[src/rtl/bp_tourn_pkg.sv]
package bp_tourn_pkg;
   typedef logic [1:0] ctr2_t;

   localparam ctr2_t CTR_STRONG_NT = 2'b00;
   localparam ctr2_t CTR_WEAK_NT   = 2'b01;
   localparam ctr2_t CTR_WEAK_T    = 2'b10;
   localparam ctr2_t CTR_STRONG_T  = 2'b11;

   // one saturating step toward the given direction
   function automatic ctr2_t ctr_train(input ctr2_t cur, input logic up);
      ctr2_t nxt;
      if (up) nxt = (cur == CTR_STRONG_T) ? cur : ctr2_t'(cur + 2'b01);
      else    nxt = (cur == CTR_STRONG_NT) ? cur : ctr2_t'(cur - 2'b01);
      return nxt;
   endfunction

   function automatic logic ctr_dir(input ctr2_t cur);
      return cur[1];
   endfunction
endpackage

[src/rtl/bp_ctr_table.sv]
module bp_ctr_table
   import bp_tourn_pkg::*;
#(
   parameter int    IDX_W   = 6,
   parameter ctr2_t RST_VAL = CTR_WEAK_NT
) (
   input  logic             clk,
   input  logic             rst,
   input  logic [IDX_W-1:0] rd_idx,
   output ctr2_t            rd_ctr,
   input  logic             wr_en,
   input  logic [IDX_W-1:0] wr_idx,
   input  logic             wr_up
);
   localparam int DEPTH = 1 << IDX_W;

   if (IDX_W < 1) begin : g_bad_idx
      $error("bp_ctr_table: IDX_W must be at least 1");
   end

   ctr2_t tbl_q [DEPTH];

   always_ff @(posedge clk) begin
      if (rst) begin
         for (int i = 0; i < DEPTH; i++) tbl_q[i] <= RST_VAL;
      end else if (wr_en) begin
         tbl_q[wr_idx] <= ctr_train(tbl_q[wr_idx], wr_up);
      end
   end

   // reads see the contents from before a write in the same cycle
   assign rd_ctr = tbl_q[rd_idx];
endmodule

[src/rtl/bp_hist_table.sv]
module bp_hist_table #(
   parameter int IDX_W  = 6,
   parameter int HIST_W = 6
) (
   input  logic              clk,
   input  logic              rst,
   input  logic [IDX_W-1:0]  rd_idx,
   output logic [HIST_W-1:0] rd_hist,
   input  logic              wr_en,
   input  logic [IDX_W-1:0]  wr_idx,
   input  logic              wr_bit
);
   localparam int DEPTH = 1 << IDX_W;

   if (IDX_W < 1 || HIST_W < 1) begin : g_bad_w
      $error("bp_hist_table: IDX_W and HIST_W must be at least 1");
   end

   logic [HIST_W-1:0] hist_q [DEPTH];
   logic [HIST_W-1:0] shifted;

   if (HIST_W == 1) begin : g_one
      assign shifted = wr_bit;
   end else begin : g_many
      assign shifted = {hist_q[wr_idx][HIST_W-2:0], wr_bit};
   end

   always_ff @(posedge clk) begin
      if (rst) begin
         for (int i = 0; i < DEPTH; i++) hist_q[i] <= '0;
      end else if (wr_en) begin
         hist_q[wr_idx] <= shifted;
      end
   end

   assign rd_hist = hist_q[rd_idx];
endmodule

[src/rtl/bp_ghist.sv]
module bp_ghist #(
   parameter int HIST_W = 8
) (
   input  logic              clk,
   input  logic              rst,
   input  logic              shift_en,
   input  logic              shift_bit,
   output logic [HIST_W-1:0] hist
);
   if (HIST_W < 2) begin : g_bad_w
      $error("bp_ghist: HIST_W must be at least 2");
   end

   logic [HIST_W-1:0] hist_q;

   always_ff @(posedge clk) begin
      if (rst)           hist_q <= '0;
      else if (shift_en) hist_q <= {hist_q[HIST_W-2:0], shift_bit};
   end

   assign hist = hist_q;
endmodule

[src/rtl/bp_tournament.sv]
module bp_tournament
   import bp_tourn_pkg::*;
#(
   parameter int PC_W    = 32,
   parameter int PC_LSB  = 2,
   parameter int IDX_W   = 6,
   parameter int GHIST_W = 8,
   parameter int LHIST_W = 6,
   localparam int SNAP_W = 2 + GHIST_W + LHIST_W
) (
   input  logic              clk,
   input  logic              rst,
   input  logic [PC_W-1:0]   lk_pc,
   output logic              lk_taken,
   output logic [SNAP_W-1:0] lk_snap,
   input  logic              upd_valid,
   input  logic [PC_W-1:0]   upd_pc,
   input  logic              upd_taken,
   input  logic [SNAP_W-1:0] upd_snap
);
   if (PC_LSB + IDX_W > PC_W) begin : g_bad_pc
      $error("bp_tournament: index bits exceed PC width");
   end
   if (GHIST_W < 2 || LHIST_W < 1 || IDX_W < 1) begin : g_bad_hist
      $error("bp_tournament: history or index width too small");
   end

   localparam int SNAP_GP  = SNAP_W - 1;
   localparam int SNAP_LP  = SNAP_W - 2;
   localparam int SNAP_GI  = LHIST_W;

   logic [IDX_W-1:0]   lk_idx, upd_idx;
   logic [GHIST_W-1:0] ghr_q;
   logic [GHIST_W-1:0] lk_gidx;
   logic [LHIST_W-1:0] lk_lhist;
   ctr2_t              g_ctr, l_ctr, c_ctr;
   logic               g_pred, l_pred;

   assign lk_idx  = lk_pc[PC_LSB +: IDX_W];
   assign upd_idx = upd_pc[PC_LSB +: IDX_W];

   // fold the branch index with the global history
   if (GHIST_W <= IDX_W) begin : g_fold_trunc
      assign lk_gidx = lk_idx[GHIST_W-1:0] ^ ghr_q;
   end else begin : g_fold_ext
      assign lk_gidx = {{(GHIST_W-IDX_W){1'b0}}, lk_idx} ^ ghr_q;
   end

   // snapshot fields returned on update
   logic               u_gp, u_lp;
   logic [GHIST_W-1:0] u_gidx;
   logic [LHIST_W-1:0] u_lidx;
   assign u_gp   = upd_snap[SNAP_GP];
   assign u_lp   = upd_snap[SNAP_LP];
   assign u_gidx = upd_snap[SNAP_GI +: GHIST_W];
   assign u_lidx = upd_snap[0 +: LHIST_W];

   bp_ghist #(.HIST_W(GHIST_W)) i_ghist (
      .clk(clk), .rst(rst),
      .shift_en(upd_valid), .shift_bit(upd_taken),
      .hist(ghr_q)
   );

   bp_hist_table #(.IDX_W(IDX_W), .HIST_W(LHIST_W)) i_lhist (
      .clk(clk), .rst(rst),
      .rd_idx(lk_idx), .rd_hist(lk_lhist),
      .wr_en(upd_valid), .wr_idx(upd_idx), .wr_bit(upd_taken)
   );

   bp_ctr_table #(.IDX_W(GHIST_W), .RST_VAL(CTR_WEAK_NT)) i_gtab (
      .clk(clk), .rst(rst),
      .rd_idx(lk_gidx), .rd_ctr(g_ctr),
      .wr_en(upd_valid), .wr_idx(u_gidx), .wr_up(upd_taken)
   );

   bp_ctr_table #(.IDX_W(LHIST_W), .RST_VAL(CTR_WEAK_NT)) i_ltab (
      .clk(clk), .rst(rst),
      .rd_idx(lk_lhist), .rd_ctr(l_ctr),
      .wr_en(upd_valid), .wr_idx(u_lidx), .wr_up(upd_taken)
   );

   // chooser: high half selects global; trains only on disagreement
   bp_ctr_table #(.IDX_W(IDX_W), .RST_VAL(CTR_WEAK_T)) i_choose (
      .clk(clk), .rst(rst),
      .rd_idx(lk_idx), .rd_ctr(c_ctr),
      .wr_en(upd_valid && (u_gp != u_lp)), .wr_idx(upd_idx),
      .wr_up(u_gp == upd_taken)
   );

   assign g_pred   = ctr_dir(g_ctr);
   assign l_pred   = ctr_dir(l_ctr);
   assign lk_taken = ctr_dir(c_ctr) ? g_pred : l_pred;
   assign lk_snap  = {g_pred, l_pred, lk_gidx, lk_lhist};
endmodule

[config.mk]
export PLATFORM = sky130hd
export DESIGN_NAME = bp_tournament
export DESIGN_NICKNAME = d
export VERILOG_FILES = /design/src/rtl/bp_tourn_pkg.sv /design/src/rtl/bp_ctr_table.sv /design/src/rtl/bp_hist_table.sv /design/src/rtl/bp_ghist.sv /design/src/rtl/bp_tournament.sv
export SDC_FILE = /design/constraint.sdc
export NUM_CORES = 2
export LEC_CHECK = 0
export BUFFER_PORTS_ARGS = -buffer_cell sky130_fd_sc_hd__buf_2
export CORE_MARGIN = 2
export CORE_UTILIZATION = 52
export CTS_BUF_LIST = sky130_fd_sc_hd__clkbuf_16
export DETAILED_ROUTE_END_ITERATION = 16
export PLACE_DENSITY = 0.69
export RECOVER_POWER = 100
export SLEW_MARGIN = 20
export SYNTH_ARGS = -nofsm -noshare
export SYNTH_HDL_FRONTEND = slang
export SYNTH_SLANG_ARGS = --single-unit
export TNS_END_PERCENT = 10
[constraint.sdc]
create_clock -name clk -period 8.78 [get_ports clk]
set_input_delay 1.317 -clock clk [delete_from_list [all_inputs] [get_ports clk]]
set_output_delay 1.317 -clock clk [all_outputs]
set_load 0.01 [all_outputs]
# Yosys cells after proc, flatten, opt, wreduce, memory -nomap -nowiden
# Memories as Yosys holds them, arrays and structs flattened.
# Cells that the tools add are included.
dict set report word_totals {
  ff_bits 8
  ramBits 1152
  inputBits 84
  output_inout_bits 17
  wordCells 61
  memories 4
}
dict set report op_classes {
  add_sub_neg 6
  eq_ne 5
  mux 36
  n_bitwise 1
  n_reduce_logical 8
}
# name depth width rd rd_ports_with_merged_regs wr line_no
set memory_table {}
lappend memory_table {i_gtab.tbl_q 256 2 2 0 256 bp_ctr_table.sv:21} ;# ctr2_t tbl_q [DEPTH];
lappend memory_table {i_lhist.hist_q 64 6 2 0 64 bp_hist_table.sv:19} ;# logic [HIST_W-1:0] hist_q [DEPTH];
lappend memory_table {i_choose.tbl_q 64 2 2 0 64 bp_ctr_table.sv:21}
lappend memory_table {i_ltab.tbl_q 64 2 2 0 64 bp_ctr_table.sv:21}
# cell n
set ops {}
lappend ops {{two-way mux 2 bit} 18}
lappend ops {{two-way mux 6 bit} 4}
lappend ops {{two-way mux 1 bit} 13}
lappend ops {{two-way mux 8 bit} 1}
lappend ops {{XOR 6 x 8 -> 8 bit} 1}
lappend ops {{adder 2 x 1 -> 2 bit (second input constant)} 3}
lappend ops {{== test 2 bit (second input constant)} 3}
lappend ops {{logical NOT 2 bit} 3}
lappend ops {{OR reduction 2 bit} 3}
lappend ops {{OR reduction 6 bit} 1}
lappend ops {{subtractor 2 x 1 -> 2 bit (second input constant)} 3}
lappend ops {{== test 1 bit} 1}
lappend ops {{logical AND 1 bit} 1}
lappend ops {{!= test 1 bit} 1}

# Logic depth before layout (Yosys ltp)
dict set report logic_depth {
  ltp_word 7
  depth_mapped 16
  depth_no_buf 11
}

# Cells and area by module
# A second synthesis with hierarchy kept.
dict set report hier_totals {
  hier_cells 5084
  hier_area_um2 66318.6
}
# module instances cells_per_inst area_each_um2 seq_area_each_um2
set by_module_without_submodules {}
lappend by_module_without_submodules {{bp_ctr_table at i_gtab} 1 2204 30521.8 15374.7}
lappend by_module_without_submodules {bp_hist_table 1 1543 20069.2 11531.1}
lappend by_module_without_submodules {{bp_ctr_table at i_choose} 1 663 7722.4 3843.7}
lappend by_module_without_submodules {{bp_ctr_table at i_ltab} 1 638 7632.3 3843.7}
lappend by_module_without_submodules {bp_ghist 1 26 285.3 160.2}
lappend by_module_without_submodules {bp_tournament 1 10 87.6 0.0}

# Worst setup path after synthesis
# OpenSTA, ideal clock, no wires.
dict set report synth_path {
  kind {input to output}
  from {input port lk_pc[4]}
  to {output port lk_taken}
  t_arrival_ps 4732
  required_time_ps 7463
  path_slack_ps 2731
  path_stages 8
  path_buffers 3
  path_cell_list {buf_4 clkbuf_1 xor2_1 buf_2 mux4_2 mux4_2 mux4_2 mux2_2}
}
dict set report synth_via {
  elab_chain_len 3
  word_cells_on_any_way 6
  cone_classes {1 x mux; 1 x bitwise; 4 x memory}
}
# item line_no
set synth_rtl {}
lappend synth_rtl {{start, declared} bp_tournament.sv:13} ;# input logic [PC_W-1:0] lk_pc,
lappend synth_rtl {{XOR 6 x 8 -> 8 bit} bp_tournament.sv:46} ;# assign lk_gidx = {{(GHIST_W-IDX_W){1'b0}}, lk_idx} ^ ghr_q;
lappend synth_rtl {{named net lk_snap[8]} bp_tournament.sv:15} ;# output logic [SNAP_W-1:0] lk_snap,
lappend synth_rtl {{memory (256 x 2 bit)} --}
lappend synth_rtl {{named net lk_snap[15]} bp_tournament.sv:15}
lappend synth_rtl {{two-way mux 1 bit} bp_tournament.sv:92} ;# assign lk_taken = ctr_dir(c_ctr) ? g_pred : l_pred;
lappend synth_rtl {{end, declared} bp_tournament.sv:14} ;# output logic lk_taken,
# The timed path passes the listed nets, and every way through them passes these cells.

# Worst setup path in the final report
dict set report layout_path {
  from {input port lk_pc[4]}
  to {output port lk_taken}
}
dict set report layout_via {
  elab_chain_len 3
  word_cells_on_any_way 6
  cone_classes {1 x mux; 1 x bitwise; 4 x memory}
}
# item line_no
set layout_rtl {}
lappend layout_rtl {{memory (64 x 6 bit) / XOR 6 x 8 -> 8 bit (equally long branches)} --}
lappend layout_rtl {{memory (64 x 2 bit) / memory (256 x 2 bit) (equally long branches)} --}
lappend layout_rtl {{two-way mux 1 bit *} bp_tournament.sv:92}
# Every way passes the cells marked *; elsewhere a longest branch is shown, timed or not.

==> reports/qor.yml <==
run_status:
  status: "finished, violations left"
  failed_checks: "capacitance limit, slew limit"
pwr:
  max-vdd-ir-drop_mv: 0.1779
  p_int_w: 0.009786
  power.leakage_nw: 20.18
  p_sw_share_pct: 25.73
  clkPwrFrac_pct: 40.4
  pwr_density_cell_nw_per_um2: 202.3
  p_comb_share_pct: 11.8
  p_sw_w: 0.003390
  pwr-share-seq_pct: 47.8
clocking:
  htreeDepth: 3
  numCtsBuffers: 121
  clkLatencyLatePin_ns: 0.75
  cts_tree: "done"
  ctsResizeCount: 0
  cts_hold_buffers: 0
  cts.sinks: 1160
  post-cts-setup-buffers: 0
  path_clk_slew_ns: 0.06
  root_buffer: "clkbuf_16"
  clock_path_buffers: 3
synth:
  yosys.area_share.xor_xnor_pct: 0.1314
  synthArstFlopShare_pct: 0
  synth_edf_count: 1152
  synthCells: 4613
  synth_fa_ha_area_share_pct: 0.08550
  syn_nets: 4697
  syn_area_per_cell_um2: 13.01
  synth_top_family_by_area: "multiplexers"
  synth_flop_cell: "edfxtp_1"
  synth_warnings: 0
  ys_ff_latch: 1160
  netlist-cell-type-count: 63
  synth_compound_area_share_pct: 9.084
  synth-simple-area-share_pct: 13.66
  syn-cell-area_um2: 60000
  synth-seq-area-share_pct: 57.92
  synthMuxAreaShare_pct: 15.22
sta:
  period_minus_slack_ns: 8.308
  worst_hold_slack_ns: 0.5627
  fin_setup_tns_ns: 0
  hold_viol: 0
  tightest_slew_ns: 5.887
  setup_ws_ns: 0.4724
  setup_viol_count_final: 0
  fmax_mhz: 120.4
  slew_headroom_pct: -292.5
  finClkSkew_ns: 0.03030
  rsz0062_at_grt: "no"
  slew_violations: 598
  min_period_over_period_pct: 94.62
detailed_routing:
  drt-vias-per-instance: 7.178
  drc: 0
  wire_per_inst_um: 31.05
  vias: 42790
  firstDrtPassIters: 6
  ant_nets: 0
  wirelength_um: 185100
  drt_iter0_markers: 6021
worst_setup_path:
  critical_path_required_ns: 7.46
  rr_startpoint: "i_gtab.tbl_q[223][1]"
  path_cells: "buf_2, buf_12, xor2_1, clkbuf_1, mux4_2, mux4_2, mux4_2, mux2_2, buf_2"
  start_kind: "input pin"
  reg2regPathDepth: 8
  r2r-end: "i_gtab.tbl_q[189][0]"
  cpMostUsedCell: "mux4_2"
  endpoint_kind: "output port"
  path_class: "in -> out"
  cp_max_fo: 44
  r2r_setup_slack_ns: 4.26
  slowest_stage: "xor2_1"
  arrival_ns: 6.99
  max_stage_delay_ns: 1.35
global_routing:
  grt_pass1_vias: 41950
  grt_max_degree: 178
  grt_pass1_wl_um: 274000
  globalRouteMet2Util_pct: 48.60
  antenna_found_initial: 9
  track_usage_pct: 31.32
  grt-busiest-layer: "met2"
  met3_usage_pct: 6.946
  grtUsageMet1_pct: 42.11
  grt-ovfl-total: 0
job:
  drv_cap: 22
min_path:
  hold_path_class: "reg -> reg"
  holdPathEnd: "i_ghist.hist[3]"
  worst_hold_startpoint: "i_ghist.hist[2]"
  min_path_cells: 2
layout:
  finalNetCount: 4427
  final_util_pct: 56.97
  n_fill_cell: 9095
  final_area_um2: 65140
  regArea_um2: 34750
  drive_gt1_share_pct: 18.39
  multiInputGateArea_um2: 23170
  area_delta_synth_final_pct: 8.567
placed_design:
  placed_cell_area_um2: 61210
  dp_slack_ns: 1.012
  port_buffers: 48
  place_congestion: 0.9176
  dp.final_hpwl_um: 113000
floorplan:
  die_w_um: 343.7
  initial_utilization_pct: 52.47
  die_h_um: 343.7
  die_area_um2: 118100
  rows: 124
  core_um2: 114300
  pin_count: 101
## registers in the layout, summed over array words and instances, names as in the netlist
signal and flops:
i_gtab.tbl_q 512, i_lhist.hist_q 384, i_choose.tbl_q 128, i_ltab.tbl_q 128
i_ghist.hist 8
## synthesized netlist by cell type, drive strengths merged, types with 2 or more instances
cell     count  area, um2
a2111o       3      33.78
a2111oi      5      56.31
a211o        6      52.55
a211oi       5      37.54
a21o       195       1464
a21oi       19      95.09
a221oi      30      269.0
a22o        29      254.0
a22oi      254       1907
a31oi       24      150.1
and2        18      112.6
and3         5      31.28
and3b        5      43.79
and4         7      61.31
buf        154      795.8
clkbuf     402       1509
dfxtp        8      160.2
edfxtp    1152      34590
inv          8      30.03
maj3         5      51.30
mux2        14      157.6
mux2i       44      440.4
mux4       379       8536
nand2      186      698.2
nand2b     109      681.9
nand3      306       1531
nand3b       7      52.55
nand4      118      738.2
nor2       511       1921
nor2b       14      87.58
nor3       374       1872
nor3b       10      75.07
nor4         4      25.02
o21ai        8      40.03
o21bai     123      923.4
o221ai       4      35.03
o22ai        6      37.54
o2bb2ai      2      17.52
or2         38      237.7
xnor2        3      26.28
xor2         6      52.55
## metrics by stage
| stage | std cells | power [W] |
|---|---|---|
| 4_1_cts | 5959 | 0.01315 |
| 3_5_place_dp | 5732 | 0.007927 |
| 2_1_floorplan | 4613 | 0.007425 |
| 5_1_grt | 5959 | 0.01346 |
| 3_3_place_gp | 5732 | 0.007901 |
| 6_report | 5962 | 0.01318 |
## cell families after synthesis
| family | Yosys count |
|---|---|
| AND/OR/NAND/NOR | 1715 |
| buffers and inverters | 565 |
| AO/OA/AOI/OAI | 722 |
| XOR/XNOR | 9 |
| flip-flops | 1160 |
| multiplexers | 437 |
| adder cells (fa/ha/maj) | 5 |
## power by group through the flow
| stage | Clock (W) | Sequential [W] | Combinational (W) |
|---|---|---|---|
| 2_1_floorplan | 0 | 0.00637 | 0.00105 |
| 3_3_place_gp | 0 | 0.00640 | 0.00150 |
| 3_5_place_dp | 0 | 0.00641 | 0.00152 |
| 4_1_cts | 0.00533 | 0.00629 | 0.00152 |
| 5_1_grt | 0.00553 | 0.00631 | 0.00162 |
| 6_report | 0.00532 | 0.00630 | 0.00156 |
## per-layer routing
| metal | up-vias | share of wire, % |
|---|---|---|
| met2 | 3245 | 46 |
| li1 | 17510 | - |
| met3 | 669 | 13 |
| met1 | 21360 | 35 |
| met4 | 12 | 5.5 |
| met5 | - | 0.038 |
## critical path, delay by kind of cell
kind | cells | cell delay [ns]
buffers and inverters | 4 | 2.07
xor gates and xnor gates | 1 | 1.35
muxes | 4 | 2.18
## placed cells by master, fill, tap and decap left out, types with 23 or more instances in the layout
cell type  netlist  final
edfxtp_1      1152   1152
o21bai_1       123    123
clkinv_1         1     30
a21o_1         195    194
mux4_2         379    379
a22o_1          29     29
nor3_1         374    363
buf_2           81     37
buf_4           15     91
nand2b_1       109    109
a221oi_1        29     29
inv_1            8     24
or2_2           38     38
a22oi_1        254    254
mux2i_1         44     44
nand2_1        186    186
nand3_1        306    306
nand4_1        118    118
a31oi_1         24     24
clkbuf_16        0    125
nor2_1         510    494
clkinv_2         0     23
## how the worst max path moves through the flow
stage                           to  slack [ns]  cells past startpoint  startpoint
3_3_place_gp              lk_taken        1.14                     14    lk_pc[2]
6_report                  lk_taken        0.47                      9    lk_pc[4]
3_5_place_dp              lk_taken        1.01                     14    lk_pc[2]
2_1_floorplan             lk_taken        2.73                      8    lk_pc[4]
5_1_grt        i_gtab.tbl_q[69][1]        0.33                      6         rst
4_1_cts                   lk_taken        1.01                     14    lk_pc[2]
## layout make-up
type | instances | area share [%]
sequential | 1160 | 53.35
multi-input combinational | 2888 | 35.58
clock buffer | 125 | 4.802
tap | 1512 | 2.904
timing repair buffer | 163 | 1.811
clock inverter | 102 | 1.489
inverter | 9 | 0.05186
antenna | 3 | 0.01152
No activity file was read; power rests on OpenSTA's default activity.
